===== src/rtl/crtc_pkg.sv =====
package crtc_pkg;

  typedef enum logic [1:0] {
    SEL_TOTAL     = 2'd0,
    SEL_SYNC_CFG  = 2'd1,
    SEL_SYNC_TIME = 2'd2,
    SEL_FRONT     = 2'd3
  } cfg_sel_e;

  // bit positions inside the configuration words
  localparam int TOT_LINES_LSB = 16;
  localparam int TOT_DOTS_LSB  = 0;
  localparam int ILACE_BIT     = 4;
  localparam int VS_LSB        = 8;
  localparam int VS_W          = 4;
  localparam int HS_LSB        = 0;
  localparam int HS_W          = 7;

endpackage


===== src/rtl/crtc_cfg_regs.sv =====
module crtc_cfg_regs
  import crtc_pkg::*;
#(
  parameter int          LINE_W          = 10,
  parameter int          DOT_W           = 10,
  parameter logic [31:0] TOTAL_RESET     = 32'h0270035F,
  parameter logic [31:0] SYNC_TIME_RESET = 32'h07D6A53F
) (
  input  logic              clk,
  input  logic              rst,
  input  logic              we_i,
  input  logic [1:0]        sel_i,
  input  logic [31:0]       wdata_i,
  output logic [LINE_W-1:0] lines_m1_o,
  output logic [DOT_W-1:0]  len_m1_o,
  output logic              ilace_o,
  output logic [VS_W-1:0]   vs_lines_o,
  output logic [HS_W-1:0]   hs_code_o,
  output logic [DOT_W-1:0]  fp_code_o
);

  // several write-data bits carry no field; gather them so they are consumed
  logic unused_wdata;
  assign unused_wdata = ^wdata_i;

  always_ff @(posedge clk) begin
    if (rst) begin
      lines_m1_o <= TOTAL_RESET[TOT_LINES_LSB +: LINE_W];
      len_m1_o   <= TOTAL_RESET[TOT_DOTS_LSB +: DOT_W];
      ilace_o    <= 1'b0;
      vs_lines_o <= SYNC_TIME_RESET[VS_LSB +: VS_W];
      hs_code_o  <= SYNC_TIME_RESET[HS_LSB +: HS_W];
      fp_code_o  <= '0;
    end else if (we_i) begin
      unique case (sel_i)
        SEL_TOTAL: begin
          lines_m1_o <= wdata_i[TOT_LINES_LSB +: LINE_W];
          len_m1_o   <= wdata_i[TOT_DOTS_LSB +: DOT_W];
        end
        SEL_SYNC_CFG:  ilace_o <= wdata_i[ILACE_BIT];
        SEL_SYNC_TIME: begin
          vs_lines_o <= wdata_i[VS_LSB +: VS_W];
          hs_code_o  <= wdata_i[HS_LSB +: HS_W];
        end
        SEL_FRONT:     fp_code_o <= wdata_i[DOT_W-1:0];
        default: ;
      endcase
    end
  end

endmodule


===== src/rtl/crtc_raster_counter.sv =====
module crtc_raster_counter #(
  parameter int LINE_W      = 10,
  parameter int DOT_W       = 10,
  parameter int RETRACE_END = 42
) (
  input  logic              clk,
  input  logic              rst,
  input  logic              dot_en_i,
  input  logic [LINE_W-1:0] lines_m1_i,
  input  logic [DOT_W-1:0]  len_m1_i,
  input  logic              ilace_i,
  output logic [LINE_W-1:0] line_q,
  output logic              field_q,
  output logic              frame_q,
  output logic [LINE_W-1:0] nxt_line_o,
  output logic [DOT_W-1:0]  nxt_dot_o,
  output logic              nxt_field_o
);

  localparam logic [LINE_W-1:0] RE_LINE = LINE_W'(RETRACE_END);

  logic [DOT_W-1:0] dot_q;
  logic             end_of_line;
  logic             last_line;
  logic             line_adv;
  logic             nxt_frame;

  always_comb begin
    // ">=" keeps counters bounded if geometry shrinks mid-frame
    end_of_line = (dot_q >= len_m1_i);
    last_line   = (line_q >= lines_m1_i);
    line_adv    = dot_en_i & end_of_line;

    nxt_dot_o   = dot_q;
    nxt_line_o  = line_q;
    nxt_field_o = field_q;
    if (dot_en_i) begin
      nxt_dot_o = end_of_line ? '0 : dot_q + 1'b1;
    end
    if (line_adv) begin
      if (last_line) begin
        nxt_line_o  = '0;
        nxt_field_o = field_q ^ ilace_i;
      end else begin
        nxt_line_o  = line_q + 1'b1;
      end
    end
    nxt_frame = line_adv & ~last_line & (nxt_line_o == RE_LINE);
  end

  always_ff @(posedge clk) begin
    if (rst) begin
      dot_q   <= '0;
      line_q  <= '0;
      field_q <= 1'b0;
      frame_q <= 1'b0;
    end else begin
      dot_q   <= nxt_dot_o;
      line_q  <= nxt_line_o;
      field_q <= nxt_field_o;
      frame_q <= nxt_frame;
    end
  end

endmodule


===== src/rtl/crtc_status_enc.sv =====
module crtc_status_enc
  import crtc_pkg::*;
#(
  parameter int LINE_W          = 10,
  parameter int DOT_W           = 10,
  parameter int BACK_PORCH_DOTS = 108
) (
  input  logic [LINE_W-1:0] line_i,
  input  logic [DOT_W-1:0]  dot_i,
  input  logic              field_i,
  input  logic [VS_W-1:0]   vs_lines_i,
  input  logic [HS_W-1:0]   hs_code_i,
  input  logic [DOT_W-1:0]  fp_code_i,
  input  logic [DOT_W-1:0]  len_m1_i,
  output logic              act_o,
  output logic              hoff_o,
  output logic              voff_o
);

  // wide enough for dot + back porch and for the doubled sync width
  localparam int EW = (DOT_W + 2 > HS_W + 3) ? DOT_W + 2 : HS_W + 3;

  logic [EW-1:0] dot_x, hs_dots, bp_sum;
  logic          same_par, below_vs, hs_past, fp_past, bp_open;

  always_comb begin
    dot_x    = EW'(dot_i);
    hs_dots  = EW'({hs_code_i, 1'b0}) + EW'(2);
    bp_sum   = dot_x + EW'(BACK_PORCH_DOTS);
    same_par = (line_i[0] == field_i);
    below_vs = (line_i < LINE_W'(vs_lines_i));
    hs_past  = (dot_x >= hs_dots);
    fp_past  = (dot_i > fp_code_i);
    bp_open  = (bp_sum <= EW'(len_m1_i));

    if (same_par) begin
      hoff_o = hs_past;
      voff_o = ~below_vs;
      act_o  = ~below_vs & fp_past;
    end else begin
      hoff_o = 1'b1;
      voff_o = ~below_vs;
      act_o  = ~below_vs & bp_open;
    end
  end

endmodule


===== src/rtl/crtc_sync_timer.sv =====
module crtc_sync_timer
  import crtc_pkg::*;
#(
  parameter int          LINE_W          = 10,
  parameter int          DOT_W           = 10,
  parameter int          RETRACE_END     = 42,
  parameter int          BACK_PORCH_DOTS = 108,
  parameter logic [31:0] TOTAL_RESET     = 32'h0270035F,
  parameter logic [31:0] SYNC_TIME_RESET = 32'h07D6A53F
) (
  input  logic              clk,
  input  logic              rst,
  input  logic              dot_en,
  input  logic              cfg_we,
  input  logic [1:0]        cfg_sel,
  input  logic [31:0]       cfg_wdata,
  output logic [LINE_W-1:0] line_o,
  output logic              field_o,
  output logic              frame_start_o,
  output logic [LINE_W+3:0] status_o
);

  localparam int ST_W = LINE_W + 4;

  logic [LINE_W-1:0] lines_m1, nxt_line;
  logic [DOT_W-1:0]  len_m1, fp_code, nxt_dot;
  logic              ilace, nxt_field;
  logic [VS_W-1:0]   vs_lines;
  logic [HS_W-1:0]   hs_code;
  logic              st_act, st_hoff, st_voff;
  logic [ST_W-1:0]   status_q;

  crtc_cfg_regs #(
    .LINE_W(LINE_W), .DOT_W(DOT_W),
    .TOTAL_RESET(TOTAL_RESET), .SYNC_TIME_RESET(SYNC_TIME_RESET)
  ) u_cfg (
    .clk(clk), .rst(rst), .we_i(cfg_we), .sel_i(cfg_sel), .wdata_i(cfg_wdata),
    .lines_m1_o(lines_m1), .len_m1_o(len_m1), .ilace_o(ilace),
    .vs_lines_o(vs_lines), .hs_code_o(hs_code), .fp_code_o(fp_code)
  );

  crtc_raster_counter #(
    .LINE_W(LINE_W), .DOT_W(DOT_W), .RETRACE_END(RETRACE_END)
  ) u_raster (
    .clk(clk), .rst(rst), .dot_en_i(dot_en),
    .lines_m1_i(lines_m1), .len_m1_i(len_m1), .ilace_i(ilace),
    .line_q(line_o), .field_q(field_o), .frame_q(frame_start_o),
    .nxt_line_o(nxt_line), .nxt_dot_o(nxt_dot), .nxt_field_o(nxt_field)
  );

  // status is encoded from next-state position so the register lines up
  // with the counters it describes
  crtc_status_enc #(
    .LINE_W(LINE_W), .DOT_W(DOT_W), .BACK_PORCH_DOTS(BACK_PORCH_DOTS)
  ) u_enc (
    .line_i(nxt_line), .dot_i(nxt_dot), .field_i(nxt_field),
    .vs_lines_i(vs_lines), .hs_code_i(hs_code), .fp_code_i(fp_code),
    .len_m1_i(len_m1),
    .act_o(st_act), .hoff_o(st_hoff), .voff_o(st_voff)
  );

  always_ff @(posedge clk) begin
    if (rst) status_q <= '0;
    else     status_q <= {st_voff, st_hoff, st_act, nxt_field, nxt_line};
  end

  assign status_o = status_q;

endmodule


===== config.mk =====
export PLATFORM = sky130hd
export DESIGN_NAME = crtc_sync_timer
export DESIGN_NICKNAME = d
export VERILOG_FILES = /design/src/rtl/crtc_pkg.sv /design/src/rtl/crtc_cfg_regs.sv /design/src/rtl/crtc_raster_counter.sv /design/src/rtl/crtc_status_enc.sv /design/src/rtl/crtc_sync_timer.sv
export SDC_FILE = /design/constraint.sdc
export NUM_CORES = 1
export LEC_CHECK = 0
export BUFFER_PORTS_ARGS = -buffer_cell sky130_fd_sc_hd__buf_2
export CAP_MARGIN = 20
export CORE_MARGIN = 4
export CORE_UTILIZATION = 35
export DETAILED_ROUTE_END_ITERATION = 16
export PLACE_DENSITY = 0.57
export SETUP_SLACK_MARGIN = 0.1
export SKIP_LAST_GASP = 1
export SLEW_MARGIN = 0
export SYNTH_ARGS = -nofsm -noshare
export SYNTH_HDL_FRONTEND = slang
export SYNTH_HIERARCHICAL = 1
export SYNTH_SLANG_ARGS = --single-unit

===== constraint.sdc =====
create_clock -name clk -period 5.2 [get_ports clk]
set_input_delay 1.04 -clock clk [delete_from_list [all_inputs] [get_ports clk]]
set_output_delay 1.04 -clock clk [all_outputs]
set_load 0.03 [all_outputs]

# Word-level counts from Yosys, hierarchy flattened
# Cells that the tools add are included.
op_classes:
  eq_ne: 5
  n_addsub: 4
  mux: 8
  magnitude_cmp: 6
  n_div: 0
  mul: 0
  n_reduce_logical: 5
  shifts: 0
  bitwise: 8
op_table:
  columns: ["operator", "count"]
  rows:
  - ["2-to-1 mux 10 bit", 4]
  - ["adder 10 x 1 -> 10 bit (second input constant)", 2]
  - ["greater-or-equal comparator 10 bit", 2]
  - ["greater-or-equal comparator 10 x 12 -> 1 bit", 1]
  - ["<= comparator 12 x 10 -> 1 bit", 1]
  - ["adder 10 x 7 -> 11 bit (second input constant)", 1]
  - ["equality test 10 x 6 -> 1 bit (second input constant)", 1]
  - ["greater-than comparator 10 bit", 1]
  - ["less-than comparator 10 x 4 -> 1 bit", 1]
  - ["adder 8 x 2 -> 9 bit (second input constant)", 1]
  - ["AND reduction 2 bit", 4]
  - ["bitwise AND 1 bit", 5]
  - ["equality test 2 bit (second input constant)", 2]
  - ["2-to-1 mux 1 bit", 4]
  - ["equality test 2 x 1 -> 1 bit (second input constant)", 1]
  - ["zero test 2 bit", 1]
  - ["NOT 1 bit", 2]
  - ["equality test 1 bit", 1]
  - ["XOR 1 bit", 1]
word_totals:
  output_inout_bits: 26
  ramBits: 0
  latchBits: 0
  reg_bits: 78
  romBits: 0
  in_bits: 38
  memories: 0

# Logic depth before layout (Yosys ltp)
logic_depth:
  ltp_word: 7
  mapped_depth: 22
  mapped_depth_nobuf: 22

# Cells and area by module
# The synthesis kept the hierarchy.
modules_own_cells:
  columns: ["module", "instances", "cells_each", "area_each_um2"]
  rows:
  - ["crtc_cfg_regs", 1, 176, 1776.7]
  - ["crtc_raster_counter", 1, 209, 1656.6]
  - ["crtc_status_enc", 1, 140, 1002.2]
  - ["crtc_sync_timer", 1, 29, 407.9]

# Worst setup path before layout
# Ideal clock, no wire load.
synth_path:
  path_type: "input port to flip-flop"
  start: "input dot_en"
  end: "register status_q[11] (netlist: status_o[11])"
  setup_slack_ps: 953
  t_arrival_ps: 4189
  path_stages: 17
  required_time_ps: 5142
  n_path_buf: 1
  path_cell_list: "clkbuf_1 -> inv_1 -> or3_1 -> o21ai_0 -> inv_1 -> ha_1 -> nor2b_1 -> nand2b_1 -> nand2_1 -> xnor2_1 -> ha_1 -> nand4_1 -> or3_1 -> o21ai_1 -> o211ai_1 -> a32oi_1 -> and2b_1"
synth_rtl:
  columns: ["item", "line", "rtl"]
  rows:
  - ["from (decl)", "crtc_sync_timer.sv:13", "input logic dot_en,"]
  - ["2-to-1 mux 10 bit (*)", "crtc_raster_counter.sv:37", "if (dot_en_i) begin"]
  - ["via nxt_dot[2]", "crtc_sync_timer.sv:26", "logic [DOT_W-1:0] len_m1, fp_code, nxt_dot;"]
  - ["adder 10 x 7 -> 11 bit", "crtc_status_enc.sv:29", "bp_sum = dot_x + EW'(BACK_PORCH_DOTS);"]
  - ["<= comparator 12 x 10 -> 1 bit", "crtc_status_enc.sv:34", "bp_open = (bp_sum <= EW'(len_m1_i));"]
  - ["bitwise AND 1 bit", "crtc_status_enc.sv:43", "act_o = ~below_vs & bp_open;"]
  - ["2-to-1 mux 1 bit (*)", "crtc_status_enc.sv:36", "if (same_par) begin"]
  - ["via st_act", "crtc_sync_timer.sv:30", "logic st_act, st_hoff, st_voff;"]
  - ["to (signal assigned)", "crtc_sync_timer.sv:64", "else status_q <= {st_voff, st_hoff, st_act, nxt_field, nxt_line};"]
  - ["to (decl)", "crtc_sync_timer.sv:31", "logic [ST_W-1:0] status_q;"]
# Mark *: on every way through the listed nets, which the timed path passes. The rest lies on a longest branch.
# A chain may end at the register's enable or synchronous reset.

# Worst setup path after layout
layout_path:
  start: "register u_cfg.len_m1_o[4]"
  end: "register status_q[11] (netlist: status_o[11])"
layout_between:
  elab_chain_cells: 7
layout_rtl:
  columns: ["item", "line", "rtl"]
  rows:
  - ["from (decl)", "crtc_cfg_regs.sv:15", "output logic [DOT_W-1:0] len_m1_o,"]
  - ["from (signal assigned)", "crtc_cfg_regs.sv:29", "len_m1_o <= TOTAL_RESET[TOT_DOTS_LSB +: DOT_W];"]
  - ["from (signal assigned)", "crtc_cfg_regs.sv:38", "len_m1_o <= wdata_i[TOT_DOTS_LSB +: DOT_W];"]
  - ["greater-or-equal comparator 10 bit (*)", "crtc_raster_counter.sv:30", "end_of_line = (dot_q >= len_m1_i);"]
  - ["2-to-1 mux 10 bit (*)", "crtc_raster_counter.sv:38", "nxt_dot_o = end_of_line ? '0 : dot_q + 1'b1;"]
  - ["2-to-1 mux 10 bit (*)", "crtc_raster_counter.sv:37", null]
  - ["via nxt_dot[2]", "crtc_sync_timer.sv:26", null]
  - ["adder 10 x 7 -> 11 bit", "crtc_status_enc.sv:29", null]
  - ["<= comparator 12 x 10 -> 1 bit", "crtc_status_enc.sv:34", null]
  - ["bitwise AND 1 bit", "crtc_status_enc.sv:43", null]
  - ["2-to-1 mux 1 bit (*)", "crtc_status_enc.sv:36", null]
  - ["via st_act", "crtc_sync_timer.sv:30", null]
# Marked as above.

==> impl_metrics.toml <==
[global_route]
grt_max_degree = 49
grt_antenna_before_repair = 0
global_route_wire_length_before_repair_um = 18700
grt.total_usage_pct = 14.4
grt_remaining_overflow = 0
first_global_vias = 3793

[routing]
drt_drc_violations_left = 0
detail_route.iter0.violations = 213
dr_total_vias = 3884
wirelength_um = 11300
drt_pre_antenna_iters = 4
via_per_instance_ratio = 4.94
ant_nets = 0
drt-wirelength-per-cell_um = 14.4

[pwr]
power.density_cell_area_mw_per_mm2 = 260
vdd_drop_max_uv = 151
leakage_power_of_the_design_nw = 2.61

[setup_path]
critPathLaunchType = "register"
arrival_time_reported_for_the_critical_path_endpoint_ns = 4.82
reg2reg_depth = 21
timing.reg2reg.setup_slack_ns = 0.67
path_class = "register to register"
crit_fanout = 5
r2r_end = "status_o[11]"
critical_path_required_ns = 5.48
timing.critical_path.to_type = "register"
launch_point_of_the_critical_path = "u_cfg/len_m1_o[4]"
endpoint = "status_o[11]"
crit-reg2reg-launch = "u_cfg/len_m1_o[4]"

[cells_and_area]
drive_above_1_share_pct = 16.2
fill_cells = 1349
antenna-diode-count = 0
area_used_by_multi_input_combinational_logic_sq_mm = 0.00296
layout.area.seq_sq_mm = 0.00156
layout-area-overhead-vs-synth_pct = 15.3
final_nets = 698

[sta]
worst_slew_pin_slew_ns = 0.909
timing.hold.ws_ns = 0.477
fin_skew_ns = 0.0108
rsz_0062_raised_after_global_routing = "no"
max_slew_vio_count = 0
timing.fmax_mhz = 221
worst_setup_slack_after_layout_ns = 0.665
sum_of_negative_setup_slack_ns = 0
final-hold-violation-count = 0
min_period_ns = 4.53
worst_slew_margin_rel_pct = 39.4
setup_violations = 0
post-route-period-util_pct = 87.2

[cts]
cts_tree = "yes"
h-tree-depth = 3
postCtsSetupRepairBufs = 0
cts_inserted_buffers = 9
cts_num_sinks = 78
clock_latency_ns = 0.34
cts.reportedPaths.clkPinSlew_ns = 0.06
clock_tree.buffer_depth = 2
cts.repair.resized = 0
cts-hold-fix-buffers = 0
clk_root_buffer_cell = "sky130_fd_sc_hd__clkbuf_16"

[die]
floorplan_row_count = 42
placeableCoreArea_sq_mm = 0.0134
initial_core_util_pct = 36.1
ioPinCount = 64
die_y_um = 126
die_area_sq_mm = 0.0158
die_width_um = 126

[logic_synthesis]
ys_seq_elements = 78
synth_async_sr_flop_share_pct = 0
synth_top_cell_area_share_pct = 32.2
dominant_cell_by_count_in_the_synthesized_netlist = "sky130_fd_sc_hd__dfxtp_1"
synth-seq-area-share_pct = 32.2
postSynth.topFlopCell = "sky130_fd_sc_hd__dfxtp_1"
avgSynthCellArea_sq_um = 8.74
synth_top_area_cell = "sky130_fd_sc_hd__dfxtp_1"
netlist-cell-type-count = 53
synth_area_sq_mm = 0.00484
synth.yosys.warnings = 6
yosys-top-cells-count = "sky130_fd_sc_hd__dfxtp_1 (78), sky130_fd_sc_hd__ha_1 (55), sky130_fd_sc_hd__nor2_1 (53)"
post_synth_main_area_contributors = "sky130_fd_sc_hd__dfxtp_1 (32%), sky130_fd_sc_hd__ha_1 (14%), sky130_fd_sc_hd__mux2i_1 (8.9%)"
post_synth_edffs = 0
postSynthCellCount = 554
synthesis.nets = 647

[run]
reported_max_cap_violation_count = 0

[hold_path]
worst_min_path_class = "register to register"

[run_status]
outcome = "finished, final reports clean"

[place]
port_buffer_count = 53
placement.setup.worst_slack_ns = 0.717
place.gp.congestion = 0.858
place_hpwl_um = 8780
-- power by group --
| part | internal (mW) | switching (mW) |
|---|---|---|
| combinational | 0.0600 | 0.0752 |
| sequential | 0.611 | 0.0101 |
| clock | 0.428 | 0.269 |
| total | 1.10 | 0.355 |
-- kinds of logic after synthesis --
kind of cell / share of synthesized area [%]
adder cells (fa/ha/maj): 14.2
AND/OR/NAND/NOR: 24.5
buffers and inverters: 6.56
flip-flops: 32.2
multiplexers: 8.89
XOR/XNOR: 3.44
AO/OA/AOI/OAI: 10.1
-- worst max-delay path, stage by stage, from the launching register on --
cell	delay (ns)
sky130_fd_sc_hd__dfxtp_1	0.39
sky130_fd_sc_hd__inv_1	0.07
sky130_fd_sc_hd__ha_1	0.34
sky130_fd_sc_hd__a21oi_2	0.15
sky130_fd_sc_hd__a211oi_1	0.08
sky130_fd_sc_hd__or2_4	0.25
sky130_fd_sc_hd__or3_1	0.40
sky130_fd_sc_hd__o21ai_0	0.20
sky130_fd_sc_hd__buf_4	0.17
sky130_fd_sc_hd__inv_1	0.07
sky130_fd_sc_hd__ha_1	0.23
sky130_fd_sc_hd__nor2b_1	0.15
sky130_fd_sc_hd__nand2b_1	0.17
sky130_fd_sc_hd__nand2_1	0.09
sky130_fd_sc_hd__xnor2_1	0.16
sky130_fd_sc_hd__ha_1	0.33
sky130_fd_sc_hd__a211oi_1	0.28
sky130_fd_sc_hd__o21ai_0	0.14
sky130_fd_sc_hd__a311oi_1	0.36
sky130_fd_sc_hd__o211ai_1	0.15
sky130_fd_sc_hd__a32oi_1	0.18
sky130_fd_sc_hd__and2b_1	0.13
-- sequential cells by signal (all words and copies together) (netlist names) --
signal,cells
status_o,14
u_cfg/fp_code_o,10
u_cfg/len_m1_o,10
u_cfg/lines_m1_o,10
u_raster/dot_q,10
u_raster/line_q,10
u_cfg/hs_code_o,7
u_cfg/vs_lines_o,4
u_cfg/ilace_o,1
u_raster/field_q,1
u_raster/frame_q,1
-- worst min-delay path by stage --
stage	endpoint	start	cells past startpoint	slack [ns]
4_1_cts	u_cfg/fp_code_o[4]	u_cfg/fp_code_o[4]	2	0.47
5_1_grt	u_cfg/lines_m1_o[2]	u_cfg/lines_m1_o[2]	2	0.50
3_3_place_gp	u_cfg/lines_m1_o[3]	u_cfg/lines_m1_o[3]	2	0.46
2_1_floorplan	u_cfg/fp_code_o[6]	u_cfg/fp_code_o[6]	2	0.45
3_5_place_dp	u_cfg/fp_code_o[4]	u_cfg/fp_code_o[4]	2	0.46
6_report	u_cfg/fp_code_o[7]	u_cfg/fp_code_o[7]	2	0.48
-- routing by layer --
layer	global-route usage [%]	wire [um]
met1	19.9	5680
met2	22.8	4980
met3	2.50	461
met4	4.66	185
met5	0	0
-- cell type report --
cell class	count	area share, %
tap	176	3.94
clock inverter	7	1.88
multi-input combinational	404	53.1
clock buffer	9	4.03
sequential	78	28.0
timing repair buffer	59	5.56
inverter	53	3.56
-- cells in the final DEF, fill, tap and decap left out, types with 5 or more instances in the layout --
cell type and instances:
sky130_fd_sc_hd__a211oi_1 5, sky130_fd_sc_hd__a21oi_1 12, sky130_fd_sc_hd__buf_2 53, sky130_fd_sc_hd__buf_4 6, sky130_fd_sc_hd__clkbuf_16 9, sky130_fd_sc_hd__dfxtp_1 78
sky130_fd_sc_hd__ha_1 55, sky130_fd_sc_hd__inv_1 52, sky130_fd_sc_hd__mux2i_1 43, sky130_fd_sc_hd__nand2_1 22, sky130_fd_sc_hd__nand2b_1 44, sky130_fd_sc_hd__nand3_1 23
sky130_fd_sc_hd__nand4_1 9, sky130_fd_sc_hd__nor2_1 53, sky130_fd_sc_hd__nor2b_1 23, sky130_fd_sc_hd__nor2b_2 10, sky130_fd_sc_hd__nor3_1 8, sky130_fd_sc_hd__o21ai_0 19
sky130_fd_sc_hd__xnor2_1 10, sky130_fd_sc_hd__xor2_1 9
-- metrics by stage --
stage	util (%)	instance area, sq um	power (mW)	std cells
finish	41.7	5590	1.45	786
global route	41.7	5590	1.51	786
CTS	41.7	5590	1.47	786
detailed placement	39.2	5260	0.770	770
global placement	39.2	5260	0.764	770
floorplan	-	4840	0.730	554
Note: power is estimated with default switching activity, not from simulation.
